**config.mk**
```make
export PLATFORM = sky130hd
export DESIGN_NAME = radio_irq_ctrl
export DESIGN_NICKNAME = d
export VERILOG_FILES = /design/src/rtl/radio_irq_pkg.sv /design/src/rtl/radio_irq_flag.sv /design/src/rtl/radio_irq_cfg.sv /design/src/rtl/radio_irq_rdmux.sv /design/src/rtl/radio_irq_ctrl.sv
export SDC_FILE = /design/constraint.sdc
export NUM_CORES = 1
export LEC_CHECK = 0
export CORE_UTILIZATION = 61
export CTS_BUF_LIST = sky130_fd_sc_hd__clkbuf_16
export CTS_CLUSTER_SIZE = 28
export DETAILED_ROUTE_END_ITERATION = 10
export DONT_BUFFER_PORTS = 1
export PLACE_DENSITY = 0.77
export REMOVE_ABC_BUFFERS = 1
export SLEW_MARGIN = 20
export SYNTH_ARGS = -nofsm -noshare
export SYNTH_HDL_FRONTEND = slang
export SYNTH_HIERARCHICAL = 1
export SYNTH_SLANG_ARGS = --single-unit
```
**constraint.sdc**
```tcl
create_clock -name clk -period 1.1 [get_ports clk]
set_clock_uncertainty 0.05 [all_clocks]
set_input_delay 0.055 -clock clk [delete_from_list [all_inputs] [get_ports clk]]
set_output_delay 0.055 -clock clk [all_outputs]
set_load 0.01 [all_outputs]
```
**src/rtl/radio_irq_pkg.sv**
```systemverilog
`timescale 1ns/1ps
package radio_irq_pkg;

  // Event sources modelled by this block
  localparam int NUM_SRC = 2;
  localparam int SRC_TX  = 0;
  localparam int SRC_RX  = 1;

  // Register addresses (short space below 0x040, long space from 0x200)
  localparam int ADR_STATUS = 'h031;
  localparam int ADR_MASK   = 'h032;
  localparam int ADR_PINCFG = 'h211;

  // Bit of the pin configuration register that selects active-high
  localparam int PINCFG_POL_BIT = 1;

  // Status/mask bit position for each source
  function automatic int src_bit(input int idx);
    return (idx == SRC_RX) ? 3 : 0;
  endfunction

  // Pin level for a pending state and a polarity choice
  function automatic logic drive_level(input logic pending, input logic act_high);
    return act_high ? pending : ~pending;
  endfunction

endpackage

```
**src/rtl/radio_irq_flag.sv**
```systemverilog
`timescale 1ns/1ps
module radio_irq_flag (
  input  logic clk,
  input  logic rst_n,
  input  logic set_pulse,
  input  logic clr_req,
  output logic flag_q
);

  logic flag_d;

  // An event always wins over a clearing read in the same cycle
  assign flag_d = set_pulse | (flag_q & ~clr_req);

  always_ff @(posedge clk or negedge rst_n) begin
    if (!rst_n) flag_q <= 1'b0;
    else        flag_q <= flag_d;
  end

  a_r2_event_sets: assert property (@(posedge clk) disable iff (!rst_n)
    set_pulse |=> flag_q);

  a_r3_read_clears: assert property (@(posedge clk) disable iff (!rst_n)
    (clr_req && !set_pulse) |=> !flag_q);

  a_r10_flag_holds: assert property (@(posedge clk) disable iff (!rst_n)
    (!set_pulse && !clr_req) |=> $stable(flag_q));

endmodule

```
**src/rtl/radio_irq_cfg.sv**
```systemverilog
`timescale 1ns/1ps
module radio_irq_cfg #(
  parameter int DATA_W = 8
) (
  input  logic              clk,
  input  logic              rst_n,
  input  logic              wr_mask,
  input  logic              wr_pincfg,
  input  logic [DATA_W-1:0] wdata,
  output logic [DATA_W-1:0] mask_q,
  output logic [DATA_W-1:0] pincfg_q
);

  localparam logic [DATA_W-1:0] MASK_RST   = '1;
  localparam logic [DATA_W-1:0] PINCFG_RST = '0;

  always_ff @(posedge clk or negedge rst_n) begin
    if (!rst_n)       mask_q <= MASK_RST;
    else if (wr_mask) mask_q <= wdata;
  end

  always_ff @(posedge clk or negedge rst_n) begin
    if (!rst_n)         pincfg_q <= PINCFG_RST;
    else if (wr_pincfg) pincfg_q <= wdata;
  end

  a_r5_mask_stable: assert property (@(posedge clk) disable iff (!rst_n)
    !wr_mask |=> $stable(mask_q));

  a_r7_pincfg_stable: assert property (@(posedge clk) disable iff (!rst_n)
    !wr_pincfg |=> $stable(pincfg_q));

  a_r9_mask_takes_write: assert property (@(posedge clk) disable iff (!rst_n)
    wr_mask |=> (mask_q == $past(wdata)));

endmodule

```
**src/rtl/radio_irq_rdmux.sv**
```systemverilog
`timescale 1ns/1ps
module radio_irq_rdmux #(
  parameter int DATA_W = 8
) (
  input  logic              clk,
  input  logic              rst_n,
  input  logic              rd_en,
  input  logic              hit_status,
  input  logic              hit_mask,
  input  logic              hit_pincfg,
  input  logic [DATA_W-1:0] status_byte,
  input  logic [DATA_W-1:0] mask_byte,
  input  logic [DATA_W-1:0] pincfg_byte,
  output logic [DATA_W-1:0] rd_data,
  output logic              rd_valid
);

  logic [DATA_W-1:0] sel_byte;

  always_comb begin
    sel_byte = '0;
    if (hit_status)      sel_byte = status_byte;
    else if (hit_mask)   sel_byte = mask_byte;
    else if (hit_pincfg) sel_byte = pincfg_byte;
  end

  always_ff @(posedge clk or negedge rst_n) begin
    if (!rst_n) begin
      rd_data  <= '0;
      rd_valid <= 1'b0;
    end else begin
      rd_valid <= rd_en;
      if (rd_en) rd_data <= sel_byte;
    end
  end

  a_r8_valid_follows: assert property (@(posedge clk) disable iff (!rst_n)
    rd_en |=> rd_valid);

  a_r8_valid_single: assert property (@(posedge clk) disable iff (!rst_n)
    !rd_en |=> !rd_valid);

  a_r9_unmapped_zero: assert property (@(posedge clk) disable iff (!rst_n)
    (rd_en && !hit_status && !hit_mask && !hit_pincfg) |=> (rd_data == '0));

endmodule

```
**src/rtl/radio_irq_ctrl.sv**
```systemverilog
`timescale 1ns/1ps
module radio_irq_ctrl #(
  parameter int ADDR_W = 10,
  parameter int DATA_W = 8
) (
  input  logic              clk,
  input  logic              rst_n,
  input  logic              ev_tx_done,
  input  logic              ev_rx_frame,
  input  logic [ADDR_W-1:0] reg_addr,
  input  logic [DATA_W-1:0] reg_wdata,
  input  logic              reg_wr,
  input  logic              reg_rd,
  output logic [DATA_W-1:0] rd_data,
  output logic              rd_valid,
  output logic              irq_pin
);
  import radio_irq_pkg::*;

  localparam logic [ADDR_W-1:0] A_STATUS = ADDR_W'(ADR_STATUS);
  localparam logic [ADDR_W-1:0] A_MASK   = ADDR_W'(ADR_MASK);
  localparam logic [ADDR_W-1:0] A_PINCFG = ADDR_W'(ADR_PINCFG);

  // Address decode
  logic hit_status, hit_mask, hit_pincfg;
  assign hit_status = (reg_addr == A_STATUS);
  assign hit_mask   = (reg_addr == A_MASK);
  assign hit_pincfg = (reg_addr == A_PINCFG);

  // Named internal events
  logic status_rd_clr;
  logic wr_mask, wr_pincfg;
  assign status_rd_clr = reg_rd & hit_status;
  assign wr_mask       = reg_wr & hit_mask;
  assign wr_pincfg     = reg_wr & hit_pincfg;

  logic [NUM_SRC-1:0] ev_vec;
  assign ev_vec[SRC_TX] = ev_tx_done;
  assign ev_vec[SRC_RX] = ev_rx_frame;

  // Status flags, one per source
  logic [NUM_SRC-1:0] flag_q;
  for (genvar gi = 0; gi < NUM_SRC; gi++) begin : g_flag
    radio_irq_flag flag_i (
      .clk       (clk),
      .rst_n     (rst_n),
      .set_pulse (ev_vec[gi]),
      .clr_req   (status_rd_clr),
      .flag_q    (flag_q[gi])
    );
  end

  // Control and pin configuration registers
  logic [DATA_W-1:0] mask_q, pincfg_q;
  radio_irq_cfg #(.DATA_W(DATA_W)) cfg_i (
    .clk        (clk),
    .rst_n      (rst_n),
    .wr_mask    (wr_mask),
    .wr_pincfg  (wr_pincfg),
    .wdata      (reg_wdata),
    .mask_q     (mask_q),
    .pincfg_q   (pincfg_q)
  );

  // Status byte image and per-source disable bits
  logic [DATA_W-1:0]  status_byte;
  logic [NUM_SRC-1:0] src_dis;
  always_comb begin
    status_byte = '0;
    for (int i = 0; i < NUM_SRC; i++) begin
      status_byte[src_bit(i)] = flag_q[i];
      src_dis[i]              = mask_q[src_bit(i)];
    end
  end

  // Pin drive
  logic pending, act_high;
  assign pending  = |(flag_q & ~src_dis);
  assign act_high = pincfg_q[PINCFG_POL_BIT];
  assign irq_pin  = drive_level(pending, act_high);

  // Read path
  radio_irq_rdmux #(.DATA_W(DATA_W)) rdmux_i (
    .clk         (clk),
    .rst_n       (rst_n),
    .rd_en       (reg_rd),
    .hit_status  (hit_status),
    .hit_mask    (hit_mask),
    .hit_pincfg  (hit_pincfg),
    .status_byte (status_byte),
    .mask_byte   (mask_q),
    .pincfg_byte (pincfg_q),
    .rd_data     (rd_data),
    .rd_valid    (rd_valid)
  );

  a_r5_disabled_quiet: assert property (@(posedge clk) disable iff (!rst_n)
    (&src_dis) |-> (irq_pin == ~act_high));

  a_r6_enabled_asserts: assert property (@(posedge clk) disable iff (!rst_n)
    ((flag_q & ~src_dis) != '0) |-> (irq_pin == act_high));

  a_r3_read_returns_old: assert property (@(posedge clk) disable iff (!rst_n)
    status_rd_clr |=> (rd_data == $past(status_byte)));

  a_r4_event_survives_read: assert property (@(posedge clk) disable iff (!rst_n)
    (status_rd_clr && ev_tx_done) |=> flag_q[SRC_TX]);

endmodule

```
# Word level (Yosys, flattened, before mapping)
# Index checks and enable logic that the tools add are counted.
# word_totals
regBits	27
wordCells	25
inputBits	24
# classes
reduce_logical	1
bitwise	11
eq_ne	3
muxes	4
# op_table
operator	count
$mux W8	3
$eq A10 B6 Y1 const B	2
$eq A10 B10 Y1 const B	1
$and A1 B1 Y1	5
$and A2 B2 Y2	1
$not A1 Y1	2
$not A2 Y2	1
$or A1 B1 Y1	2
$reduce_or A2 Y1	1
$mux W1	1

# Depth between registers and ports, before layout
# Gate-level depths: netlist of the first run.
# logic_depth
depth_word	5
mapped_depth	7
mapped_depth_nobuf	6

# Cells and area by module
# Netlist of the first run, hierarchy kept.
# modules_own_cells
module	n_inst	cells_per_inst	area_each_um2
radio_irq_cfg	1	34	673.1
radio_irq_rdmux	1	50	505.5
radio_irq_ctrl	1	20	163.9
radio_irq_flag	2	3	36.3

# Worst setup path before layout of the first run
# OpenSTA, ideal clock, no wires.
# synth_timing
path_type	input port to flip-flop
from	in reg_addr[0]
to	reg cfg_i.mask_q[0]
path_stages	4
n_path_buf	1
arrival_time_ns	1.171
setup_ns	0.082
path_slack_ns	-0.204
path_cell_list	or4b_4 > nor3_2 > buf_6 > mux2_4
# synth_between
elab_chain_len	2
# synth_rtl
element	line	text
from (decl)	radio_irq_ctrl.sv:10	input logic [ADDR_W-1:0] reg_addr,
$eq A10 B6 Y1	radio_irq_ctrl.sv:27	assign hit_mask = (reg_addr == A_MASK);
$and A1 B1 Y1	radio_irq_ctrl.sv:34	assign wr_mask = reg_wr & hit_mask;
named net wr_mask	radio_irq_ctrl.sv:32	logic wr_mask, wr_pincfg;
to (signal assigned)	radio_irq_cfg.sv:19	else if (wr_mask) mask_q <= wdata;
to (decl)	radio_irq_cfg.sv:10	output logic [DATA_W-1:0] mask_q,
# The timed path passes the listed nets, and every way through them passes these cells.
# A chain may end at the register's enable or synchronous reset.

# Final worst setup path of the first run
# layout_timing
from	reg cfg_i.mask_q[0]
to	out irq_pin
# layout_between
elab_chain_len	5
# layout_rtl
element	line	text
$not A2 Y2 *	radio_irq_ctrl.sv:78	assign pending = |(flag_q & ~src_dis);
$and A2 B2 Y2 *	radio_irq_ctrl.sv:78	
$reduce_or A2 Y1 *	radio_irq_ctrl.sv:78	
$not A1 Y1	radio_irq_pkg.sv:24	return act_high ? pending : ~pending;
$mux W1 *	radio_irq_pkg.sv:24	
to (decl)	radio_irq_ctrl.sv:16	output logic irq_pin
# Every way passes the cells marked *; elsewhere a longest branch is shown, timed or not.

==> summary.md, run 1 <==
| Metric | Value |
|---|---|
| Final instance area | 1790 µm² |
| Iteration-0 DRC Markers | 11 |
| Violated checks | negative hold slack, negative setup slack |
| HPWL after detailed placement | between 1500 and 2000 µm |
| Clock buffer depth | 2 |
| Final Hold Viols | 1 |
| Clock Sinks | 27 |
| Type of the most critical hold path | primary input to flop |
| Leading cell type in the layout, fill and taps excluded | dfrtp_1 |
| Post-Syn Area per Cell | roughly 13 µm² |
| Worst vdd ir | ~0.0019 V |
| Final nets | approximately 160 |
| Diodes inserted | 0 |
| Area Overhead vs Synth | 26.8% |
| Num CTS Buffers | 3 |
| Routed length per instance | between 15 and 20 µm |
| Sequential fraction of the synthesis area | 0.485 |
| CP max stage delay | about 560 ps |
| Largest net degree at the start of global routing | 28 |
| Setup violators final | 18 |
| Fmax | 843 MHz |
| Number of global-route vias before repair | between 1,000 and 1,500 |
| Slew HR | 0.630 |
| Placed Area | 1480 µm² |
| Slew @ Worst Pin | around 550 ps |
| Post-placement cell count | ~150 |
| Synthesized area | between 1000 and 1500 µm² |
| Hold WS | -12.6 ps |
| Initial antenna violation count | 0 |
| Pre-CTS setup slack | -274 ps |
| Register bit total from synthesis | 27 |
| Row count | 17 |
| Placeable Area | around 2200 µm² |
| Post-route ant nets | 0 |
| Req. time, crit path | 1000 ps |
| CTS tree | built |
| Die Wd | 50.2 µm |
| Clock latency on the worst-skew pair | roughly 260 ps |
| Final worst setup slack | -85.8 ps |
| Layout cells sized above 1 | 0.449 |
| Initial core utilization | 0.646 |
| Via count | approximately 950 |
| Critical Path AT | 1080 ps |
| Total gr overflow | 0 |
| Max-slew violation count | 0 |
| First-pass GRT wire length | 4690 µm |
| Vert. Die Dim | 50.2 µm |
| Synth Instances | 110 |
| H-tree depth | 1 |
| CP cell instances | o22ai_4 > xnor2_2 |
| Root Buffer Master | clkbuf_16 |
| IO Count | 34 |
| Die area | about 2500 µm² |
| Total GRT Usage | 0.255 |
| Crit end category | output port |
| Post-Route Utilization | 0.819 |
| Status | finished, violations left |
| Commonest non-fill, non-tap cells in the layout | dfrtp_1 (19), mux2_4 (16), buf_4 (13) |
| Element type at the critical path start | flop |
| PwrDens | between 1000 and 1500 nW/µm² |
| Period Utilization, post-route | 1.08 |
| Total negative slack | -557 ps |
| Max Fanout on Critical Path | 2 |
| Initial DRT Pass Iterations | 4 |
| Synth cell types | 27 |
| Crit Path Category | flop to output port |
| Vias/cell | 5.72 |
| Final WL | just under 3000 µm |
| Slowest CP cell | dfstp_2 |
| Drt drc | 0 |
| Max Cap Violations | 0 |
| Port Buffers | 0 |
| Yosys warning count | 6 |
| Min cycle time layout | around 1200 ps |
| Gpl congestion | 0.749 |
| Lkg Pwr | roughly 0.76 nW |
| Design Power | between 2 and 2.5 mW |
| RSZ-0062 raised after global routing | true |
| Reg clk slew, reported paths | 70 ps |
| Non-Filler Instances | approximately 170 |
## power by group
| part | leakage (nW) | internal [mW] | switching (mW) |
|---|---|---|---|
| sequential | 0.323 | 1.03 | 0.0333 |
| combinational | 0.405 | 0.0849 | 0.0721 |
| clock | 0.0371 | 0.494 | 0.330 |
## cell usage after synthesis
library cell / instances / area [µm²]
xnor2_1: 1 / 8.76
or4b_4: 1 / 13.8
a22oi_1: 6 / 45.0
inv_1: 6 / 22.5
buf_6: 5 / 56.3
nor3_2: 2 / 20.0
a31oi_1: 2 / 12.5
nand2_2: 1 / 6.26
o21ai_1: 2 / 10.0
o21ai_0: 6 / 30.0
dfstp_2: 8 / 210
a21oi_1: 6 / 30.0
dfrtp_1: 19 / 475
buf_4: 1 / 7.51
a21o_1: 2 / 15.0
nor4b_4: 2 / 47.6
conb_1: 1 / 3.75
nand2_1: 4 / 15.0
nor3b_2: 1 / 12.5
nor2b_4: 1 / 13.8
o22ai_1: 1 / 6.26
buf_2: 1 / 5.00
nand3b_1: 10 / 75.1
nand3b_2: 1 / 11.3
and2b_4: 1 / 10.0
nor2_1: 3 / 11.3
mux2_4: 16 / 240
## critical path, delay by kind of cell, from the launching register on
kind / cells / cell delay [ps]
flops: 1 / 560
xor+xnor: 1 / 190
compound gates: 1 / 80
## cell type report
| cell class | instances | area (µm²) |
|---|---|---|
| timing repair buffer | 26 | 240 |
| sequential | 27 | 686 |
| tap | 28 | 35.0 |
| fill | 119 | 397 |
| clock inverter | 1 | 7.51 |
| inverter | 6 | 22.5 |
| clock buffer | 3 | 75.1 |
| multi-input combinational | 75 | 728 |
## path summary, 6_finish.rpt
check / from / to / slack (ps) / cells past startpoint
min in group asynchronous: rst_n / cfg_i/pincfg_q[1]$_DFFE_PN0P_ / 210 / 2
min: reg_rd / rdmux_i/rd_data[1]$_DFFE_PN0P_ / -10 / 2
max reg2reg: cfg_i/mask_q[0]$_DFFE_PN1P_ / rdmux_i/rd_data[0]$_DFFE_PN0P_ / 100 / 3
max in group asynchronous: rst_n / cfg_i/mask_q[2]$_DFFE_PN1P_ / 560 / 2
min reg2reg: g_flag[1].flag_i/flag_q$_DFF_PN0_ / g_flag[1].flag_i/flag_q$_DFF_PN0_ / 460 / 1
max: cfg_i/mask_q[0]$_DFFE_PN1P_ / irq_pin / -90 / 2
## repair_timing
| action | 4_1_cts | 5_1_grt |
|---|---|---|
| hold buffers | 13 | 0 |
| buffers inserted | 2 | 1 |
| hold endpoints to repair | 54 | 0 |
| pin swaps | 2 | 12 |
| gates resized for setup | 4 | 11 |
| endpoints found under the setup margin | 2 | 25 |
## sequential cells by signal, summed over array words and instances, names as in the netlist
register,cells
cfg_i/mask_q,8
g_flag.flag_i/flag_q,2
rdmux_i/rd_valid,1
cfg_i/pincfg_q,8
rdmux_i/rd_data,8
## cells by family (layout without fill, tap and decap cells)
family / count (synthesis) / in the layout / share of synthesized area
compound gates: 25 / 25 / 0.105
mux: 16 / 16 / 0.170
simple gates: 27 / 27 / 0.167
xor+xnor: 1 / 1 / 0.00619
buf+inv: 13 / 36 / 0.0645
flops: 27 / 27 / 0.485
other cells: 1 / 6 / 0.00265
## per-layer routing
metal,vias up,routed length (µm),track usage
li1,438,-,-
met1,473,1220,0.319
met2,32,1540,0.427
met3,6,155,0.0788
met4,0,41,0.0667
met5,-,0,0
No activity file was read; power rests on OpenSTA's default activity.
==> inputs of run 2 (changes only) <==
==> constraint.sdc (replaced) <==
create_clock -name clk -period 1.3 [get_ports clk]
set_clock_uncertainty 0.05 [all_clocks]
set_input_delay 0.065 -clock clk [delete_from_list [all_inputs] [get_ports clk]]
set_output_delay 0.065 -clock clk [all_outputs]
set_load 0.01 [all_outputs]
==> run 2 against run 1 <==
The run now ends clean. Cell count stayed put. Routed wire length down 2.2%. Core utilization down 2.6 points. Critical path depth stayed put. Sequential share of layout area increased by 1.3 points. First-iteration DRC count is 36% higher. Global-route usage rose by 1.2 points. Count of clock-buffer cells in the layout stayed put. Hold slack better by 42 ps. Combinational power fell by 20%. Power shrank 16%. Critical path type unchanged. Critical endpoint unchanged. Largest cell class is now sequential cells. Largest power group unchanged.
==> summary.md, run 2 (synthesis results as in run 1) <==
| Metric | Value |
|---|---|
| Routed length per instance | 17.4 µm (was 17.8 µm) |
| CP cell instances | o22ai_2 > xnor2_2 (was o22ai_4 > xnor2_2) |
| Switching part of the total | 0.213 (about the same) |
| Placeable Area | 2190 µm² (unchanged) |
| Hold WS | 28.9 ps (was -12.6 ps) |
| CP startpoint | cfg_i/mask_q[0]$_DFFE_PN1P_ (unchanged) |
| Num CTS Buffers | 3 (unchanged) |
| Clock Sinks | 27 (unchanged) |
| Type of the most critical hold path | primary input to flop (unchanged) |
| Vert. Die Dim | 50.2 µm (unchanged) |
| Max-slew violation count | 0 (unchanged) |
| R2R Path Start | cfg_i/mask_q[0]$_DFFE_PN1P_ (unchanged) |
| Layout cells sized above 1 | 0.384 (was 0.449) |
| RSZ-0062 raised after global routing | false (was true) |
| Crit path to | irq_pin (unchanged) |
| Drt drc | 0 (unchanged) |
| Crit end category | output port (unchanged) |
| Post-Route Utilization | 0.793 (was 0.819) |
| Setup violators final | 0 (was 18) |
| Req. time, crit path | 1190 ps (was 1000 ps) |
| Reg clk slew, reported paths | 70 ps (about the same) |
| Comb power frac | 0.073 (was 0.077) |
| Max Cap Violations | 0 (unchanged) |
| Multi-input logic area | 671 µm² (was 728 µm²) |
| First-pass GRT wire length | 4820 µm (was 4690 µm) |
| CTS tree | built (unchanged) |
| CP max stage delay | 560 ps (about the same) |
| Initial DRT Pass Iterations | 4 (unchanged) |
| Clock buffer depth | 2 (unchanged) |
| Final Hold Viols | 0 (was 1) |
| Sequential cell area | 686 µm² (unchanged) |
| Initial antenna violation count | 0 (unchanged) |
| Via count | 955 (was 949) |
| R2R depth | 3 (unchanged) |
| Clock latency on the worst-skew pair | 250 ps (was 260 ps) |
| Row count | 17 (unchanged) |
| Total negative slack | 0 ps (was -557 ps) |
| Regs by FF count | cfg_i/mask_q (8), cfg_i/pincfg_q (8), rdmux_i/rd_data (8) (unchanged) |
| Total GRT Usage | 0.267 (was 0.255) |
| Gpl congestion | 0.749 (about the same) |
| Switching power | 0.367 mW (was 0.436 mW) |
| Total gr overflow | 0 (unchanged) |
| Die Wd | 50.2 µm (unchanged) |
| Fmax | ~800 MHz |
| Worst R2R Setup Slack | 280 ps (was 100 ps) |
| Crit Path Category | flop to output port (unchanged) |
| Pint | 1.36 mW (was 1.61 mW) |
| Max Fanout on Critical Path | 2 (unchanged) |
| Leading cell type in the layout, fill and taps excluded | dfrtp_1 (unchanged) |
| Area Overhead vs Synth | 22.7% (was 26.8%) |
| Largest net degree at the start of global routing | 28 (unchanged) |
| Iteration-0 DRC Markers | 15 (was 11) |
| Filler Cells Inserted | 128 (was 119) |
| Slew @ Worst Pin | 545 ps (was 555 ps) |
| Post-route ant nets | 0 (unchanged) |
| Min cycle time layout | approximately 1300 ps |
| Clock power frac | 0.407 (was 0.403) |
| Status | complete, no violations (was finished, violations left) |
| Final WL | 2890 µm (was 2960 µm) |
| Die area | 2520 µm² (unchanged) |
| IO Count | 34 (unchanged) |
| Number of global-route vias before repair | 972 (was 1,019) |
| Slowest CP cell | dfstp_2 (unchanged) |
| Commonest non-fill, non-tap cells in the layout | dfrtp_1 (19), mux2_4 (16), dlygate4sd3_1 (13) (was dfrtp_1 (19), mux2_4 (16), buf_4 (13)) |
| Lkg Pwr | 0.748 nW (was 0.765 nW) |
| Slew HR | 0.636 (was 0.630) |
| Vias/cell | 5.75 (was 5.72) |
| Port Buffers | 0 (unchanged) |
| Part of the power in registers | 0.520 (about the same) |
| Root Buffer Master | clkbuf_16 (unchanged) |
| Worst vdd ir | 0.00166 V (was 0.00192 V) |
| HPWL after detailed placement | 1850 µm (unchanged) |
| Element type at the critical path start | flop (unchanged) |
| PwrDens | 993 nW/µm² (was 1140 nW/µm²) |
| Initial core utilization | 0.646 (unchanged) |
| Diodes inserted | 0 (unchanged) |
| Critical Path AT | 1140 ps (was 1080 ps) |
| H-tree depth | 1 (unchanged) |
| RR Endpoint | rdmux_i/rd_data[0]$_DFFE_PN0P_ (unchanged) |
| Final nets | 163 (unchanged) |
| Period Utilization, post-route | 0.963 |
-- run 2: cell count changes in the layout (fill, tap and decap cells not counted), sizes merged --
cell and delta:
dlymetal6s4s -1, dlygate4sd3 +2, buf -1
-- run 2: area by class of cell --
| cell class | count | area share |
|---|---|---|
| clock buffer | 3 | 0.0432 |
| clock inverter | 1 | 0.00432 |
| inverter | 6 | 0.0130 |
| multi-input combinational | 75 | 0.386 |
| sequential | 27 | 0.395 |
| tap | 28 | 0.0202 |
| timing repair buffer | 26 | 0.138 |
-- run 2: how the worst min path moves through the flow --
| stage | from | cells past startpoint | end |
|---|---|---|---|
| 3_3_place_gp | rst_n | 0 | g_flag[0].flag_i/flag_q$_DFF_PN0_ |
| 3_5_place_dp | rst_n | 0 | rdmux_i/rd_data[0]$_DFFE_PN0P_ |
| 5_1_grt | reg_rd | 4 | g_flag[0].flag_i/flag_q$_DFF_PN0_ |
| 2_1_floorplan | rst_n | 0 | cfg_i/pincfg_q[0]$_DFFE_PN0P_ |
| 4_1_cts | reg_rd | 4 | g_flag[1].flag_i/flag_q$_DFF_PN0_ |
| 6_report | reg_rd | 4 | g_flag[1].flag_i/flag_q$_DFF_PN0_ |
-- run 2: power by group through the flow --
stage               combinational (mW)  clock (mW)  sequential [mW]
floorplan                       0.0495           0            0.906
global placement                0.0557           0            0.911
global route                     0.139       0.734            0.899
finish                           0.126       0.701            0.897
CTS                              0.122       0.709            0.897
detailed placement              0.0577           0            0.912
-- run 2: metrics by stage --
| stage | total power, mW | cells | area, µm² | setup WS [ps] |
|---|---|---|---|---|
| finish | 1.72 | 166 | 1740 | 48.6 |
| global route | 1.77 | 166 | 1740 | 24.1 |
| CTS | 1.73 | 165 | 1730 | 53.9 |
| detailed placement | 0.969 | 146 | 1480 | -84.2 |
| global placement | 0.966 | 146 | 1480 | -73.2 |
| floorplan | 0.955 | 108 | 1370 | -320 |
-- run 2: routing by layer --
metal | track usage | part of all wire | wire, µm | vias up
li1 | - | - | - | 441
met1 | 0.329 | 0.40 | 1160 | 484
met2 | 0.467 | 0.54 | 1570 | 26
met3 | 0.0758 | 0.048 | 138 | 4
met4 | 0.0476 | 0.0069 | 20 | 0
met5 | 0 | 0 | 0 | -
-- run 2: worst max-delay path: cells and delay by family (launching register included) --
family         cells  cell delay (ps)
XOR/XNOR           1              210
flip-flops         1              560
AO/OA/AOI/OAI      1              100
-- run 2: what timing repair did --
item,in CTS,in global routing
endpoints found under the hold margin,54,1
hold buffers,13,1
endpoints found under the setup margin,1,0
buffers inserted,2,0
gates resized for setup,2,0
==> inputs of run 3 (changes only) <==
--- a/config.mk
+++ b/config.mk
@@ -5,12 +5,12 @@
 export SDC_FILE = /design/constraint.sdc
 export NUM_CORES = 1
 export LEC_CHECK = 0
-export CORE_UTILIZATION = 61
+export CORE_UTILIZATION = 66
 export CTS_BUF_LIST = sky130_fd_sc_hd__clkbuf_16
 export CTS_CLUSTER_SIZE = 28
 export DETAILED_ROUTE_END_ITERATION = 10
 export DONT_BUFFER_PORTS = 1
-export PLACE_DENSITY = 0.77
+export PLACE_DENSITY = 0.82
 export REMOVE_ABC_BUFFERS = 1
 export SLEW_MARGIN = 20
 export SYNTH_ARGS = -nofsm -noshare
==> constraint.sdc (replaced) <==
create_clock -name clk -period 1.45 [get_ports clk]
set_clock_uncertainty 0.05 [all_clocks]
set_input_delay 0.0725 -clock clk [delete_from_list [all_inputs] [get_ports clk]]
set_output_delay 0.0725 -clock clk [all_outputs]
set_load 0.01 [all_outputs]
==> run 3 against run 2 <==
Cell count is 3.6% lower. First-iteration DRC count increased by 27%. Design area down 3.2%. Critical path type unchanged. Largest cell class unchanged. Largest power group unchanged. Highest routed layer unchanged.
==> summary.md, run 3 (synthesis results as in run 1) <==
| Metric | Value |
|---|---|
| Status | complete, no violations (unchanged) |
| Largest net degree at the start of global routing | 28 (unchanged) |
| Initial antenna violation count | 0 (unchanged) |
| Setup violators final | 0 (unchanged) |
| R2R depth | 2 (was 3) |
| Total gr overflow | 0 (unchanged) |
| Max Fanout on Critical Path | 3 (was 2) |
| Num CTS Buffers | 3 (unchanged) |
| Regs by FF count | cfg_i/mask_q (8), cfg_i/pincfg_q (8), rdmux_i/rd_data (8) (unchanged) |
| Via count | 953 (was 955) |
| CP startpoint | cfg_i/mask_q[0]$_DFFE_PN1P_ (unchanged) |
| Clock Sinks | 27 (unchanged) |
| Lkg Pwr | 0.703 nW (was 0.748 nW) |
| Slowest CP cell | dfstp_2 (unchanged) |
| Iteration-0 DRC Markers | 19 (was 15) |
| Critical Path AT | 1170 ps (was 1140 ps) |
| H-tree depth | 1 (unchanged) |
| First-pass GRT wire length | 5470 µm (was 4820 µm) |
| Layout cells sized above 1 | 0.338 (was 0.384) |
| Die Wd | 48.3 µm (was 50.2 µm) |
| Max-slew violation count | 0 (unchanged) |
| Initial DRT Pass Iterations | 4 (unchanged) |
| Crit Path Category | flop to output port (unchanged) |
| HPWL after detailed placement | 2020 µm (was 1850 µm) |
| Root Buffer Master | clkbuf_16 (unchanged) |
| Worst R2R Setup Slack | 490 ps (was 280 ps) |
| Type of the most critical hold path | primary input to flop (unchanged) |
| Number of global-route vias before repair | 1,094 (was 972) |
| CP cell instances | o22ai_1 > xnor2_1 (was o22ai_2 > xnor2_2) |
| Commonest non-fill, non-tap cells in the layout | dfrtp_1 (19), mux2_4 (16), dlygate4sd3_1 (13) (unchanged) |
| Min cycle time layout | between 1000 and 1500 ps |
| Clock latency on the worst-skew pair | 260 ps (was 250 ps) |
| CP max stage delay | 550 ps (was 560 ps) |
| RSZ-0062 raised after global routing | false (unchanged) |
| Diodes inserted | 0 (unchanged) |
| CTS tree | built (unchanged) |
| Worst vdd ir | 0.000662 V (was 0.00166 V) |
| Hold path cells | 4 (unchanged) |
| Placeable Area | 1980 µm² (was 2190 µm²) |
| Reg clk slew, reported paths | 70 ps (about the same) |
| Gpl congestion | 0.823 (was 0.749) |
| Buf/Inv on CP | 0 (unchanged) |
| Area Overhead vs Synth | 18.7% (was 22.7%) |
| Row count | 16 (was 17) |
| Final worst setup slack | 153 ps (was 48.6 ps) |
| Hold path startpoint | reg_rd (unchanged) |
| PwrDens | 916 nW/µm² (was 993 nW/µm²) |
| Clock buffer depth | 2 (unchanged) |
| Placed Area | 1450 µm² (was 1480 µm²) |
| Die area | 2330 µm² (was 2520 µm²) |
| Post-route ant nets | 0 (unchanged) |
| Vias/cell | 5.96 (was 5.75) |
| Drt drc | 0 (unchanged) |
| Pre-CTS setup slack | 5.76 ps (was -84.2 ps) |
| Fmax | between 700 and 800 MHz |
| Final WL | 3360 µm (was 2890 µm) |
| CP top delay family | flip-flops (unchanged) |
| Final nets | 158 (was 163) |
| Port Buffers | 0 (unchanged) |
| Max Cap Violations | 0 (unchanged) |
| Leading cell type in the layout, fill and taps excluded | dfrtp_1 (unchanged) |
| Final instance area | 1680 µm² (was 1740 µm²) |
| CP Depth | 2 (unchanged) |
| Period Utilization, post-route | 0.895 |
| Crit end category | output port (unchanged) |
| Post-Route Utilization | 0.848 (was 0.793) |
| Final Hold Viols | 0 (unchanged) |
| Vert. Die Dim | 48.3 µm (was 50.2 µm) |
| Element type at the critical path start | flop (unchanged) |
| Total GRT Usage | 0.321 (was 0.267) |
| Initial core utilization | 0.714 (was 0.646) |
| IO Count | 34 (unchanged) |
| Post-CTS setup buffers | 0 (was 2) |
| Req. time, crit path | 1330 ps (was 1190 ps) |
| R2R Path Start | cfg_i/mask_q[1]$_DFFE_PN1P_ (was cfg_i/mask_q[0]$_DFFE_PN1P_) |
| Total negative slack | 0 ps (unchanged) |
| Routed length per instance | 21.0 µm (was 17.4 µm) |
[run 3: changes by cell type in the layout (fill, tap and decap cells not counted)]
cell,before,now
buf_4,12,7
clkinvlp_4,1,0
inv_1,6,7
xnor2_2,1,0
o22ai_2,1,0
xnor2_1,0,1
o22ai_1,0,1
[run 3: path summary, 6_finish.rpt]
kind | end
min reg2reg | g_flag[0].flag_i/flag_q$_DFF_PN0_
max reg2reg | rdmux_i/rd_data[1]$_DFFE_PN0P_
min in group asynchronous | cfg_i/pincfg_q[0]$_DFFE_PN0P_
min | g_flag[1].flag_i/flag_q$_DFF_PN0_
max in group asynchronous | cfg_i/mask_q[5]$_DFFE_PN1P_
max | irq_pin
[run 3: tightest hold or removal path, stage by stage]
cell	delay, ps
nand2_1	40
nor2_1	50
inv_1	50
a21o_1	100
[run 3: power by group]
| part | switching (mW) | internal (mW) | leakage [nW] | total (mW) |
|---|---|---|---|---|
| sequential | 0.0250 | 0.780 | 0.323 | 0.805 |
| combinational | 0.0524 | 0.0604 | 0.338 | 0.113 |
| clock | 0.253 | 0.369 | 0.0423 | 0.622 |
[run 3: metal layers]
layer	vias to the layer above	GRT usage	routed length, µm
met1	485	0.374	1310
met5	-	0	0
met4	0	0.0735	31
li1	427	-	-
met3	4	0.0409	119
met2	37	0.622	1890
[run 3: final cells by class]
| cell class | instances | area (µm²) |
|---|---|---|
| inverter | 6 | 22.5 |
| clock inverter | 1 | 3.75 |
| multi-input combinational | 75 | 657 |
| timing repair buffer | 21 | 203 |
| sequential | 27 | 686 |
| clock buffer | 3 | 75.1 |
| fill | 102 | 302 |
| tap | 27 | 33.8 |
[run 3: through the flow]
stage / total power, mW / instances / hold slack (ps)
6_report: 1.54 / 160 / 17.6
5_1_grt: 1.58 / 160 / 36.1
4_1_cts: 1.52 / 159 / 2.50
3_5_place_dp: 0.869 / 142 / -273
3_3_place_gp: 0.864 / 142 / -273
2_1_floorplan: 0.856 / 108 / -273
[run 3: repair_timing]
item	CTS	global route
endpoints found under the hold margin	52	1
resized for setup	0	0
hold buffers	13	1
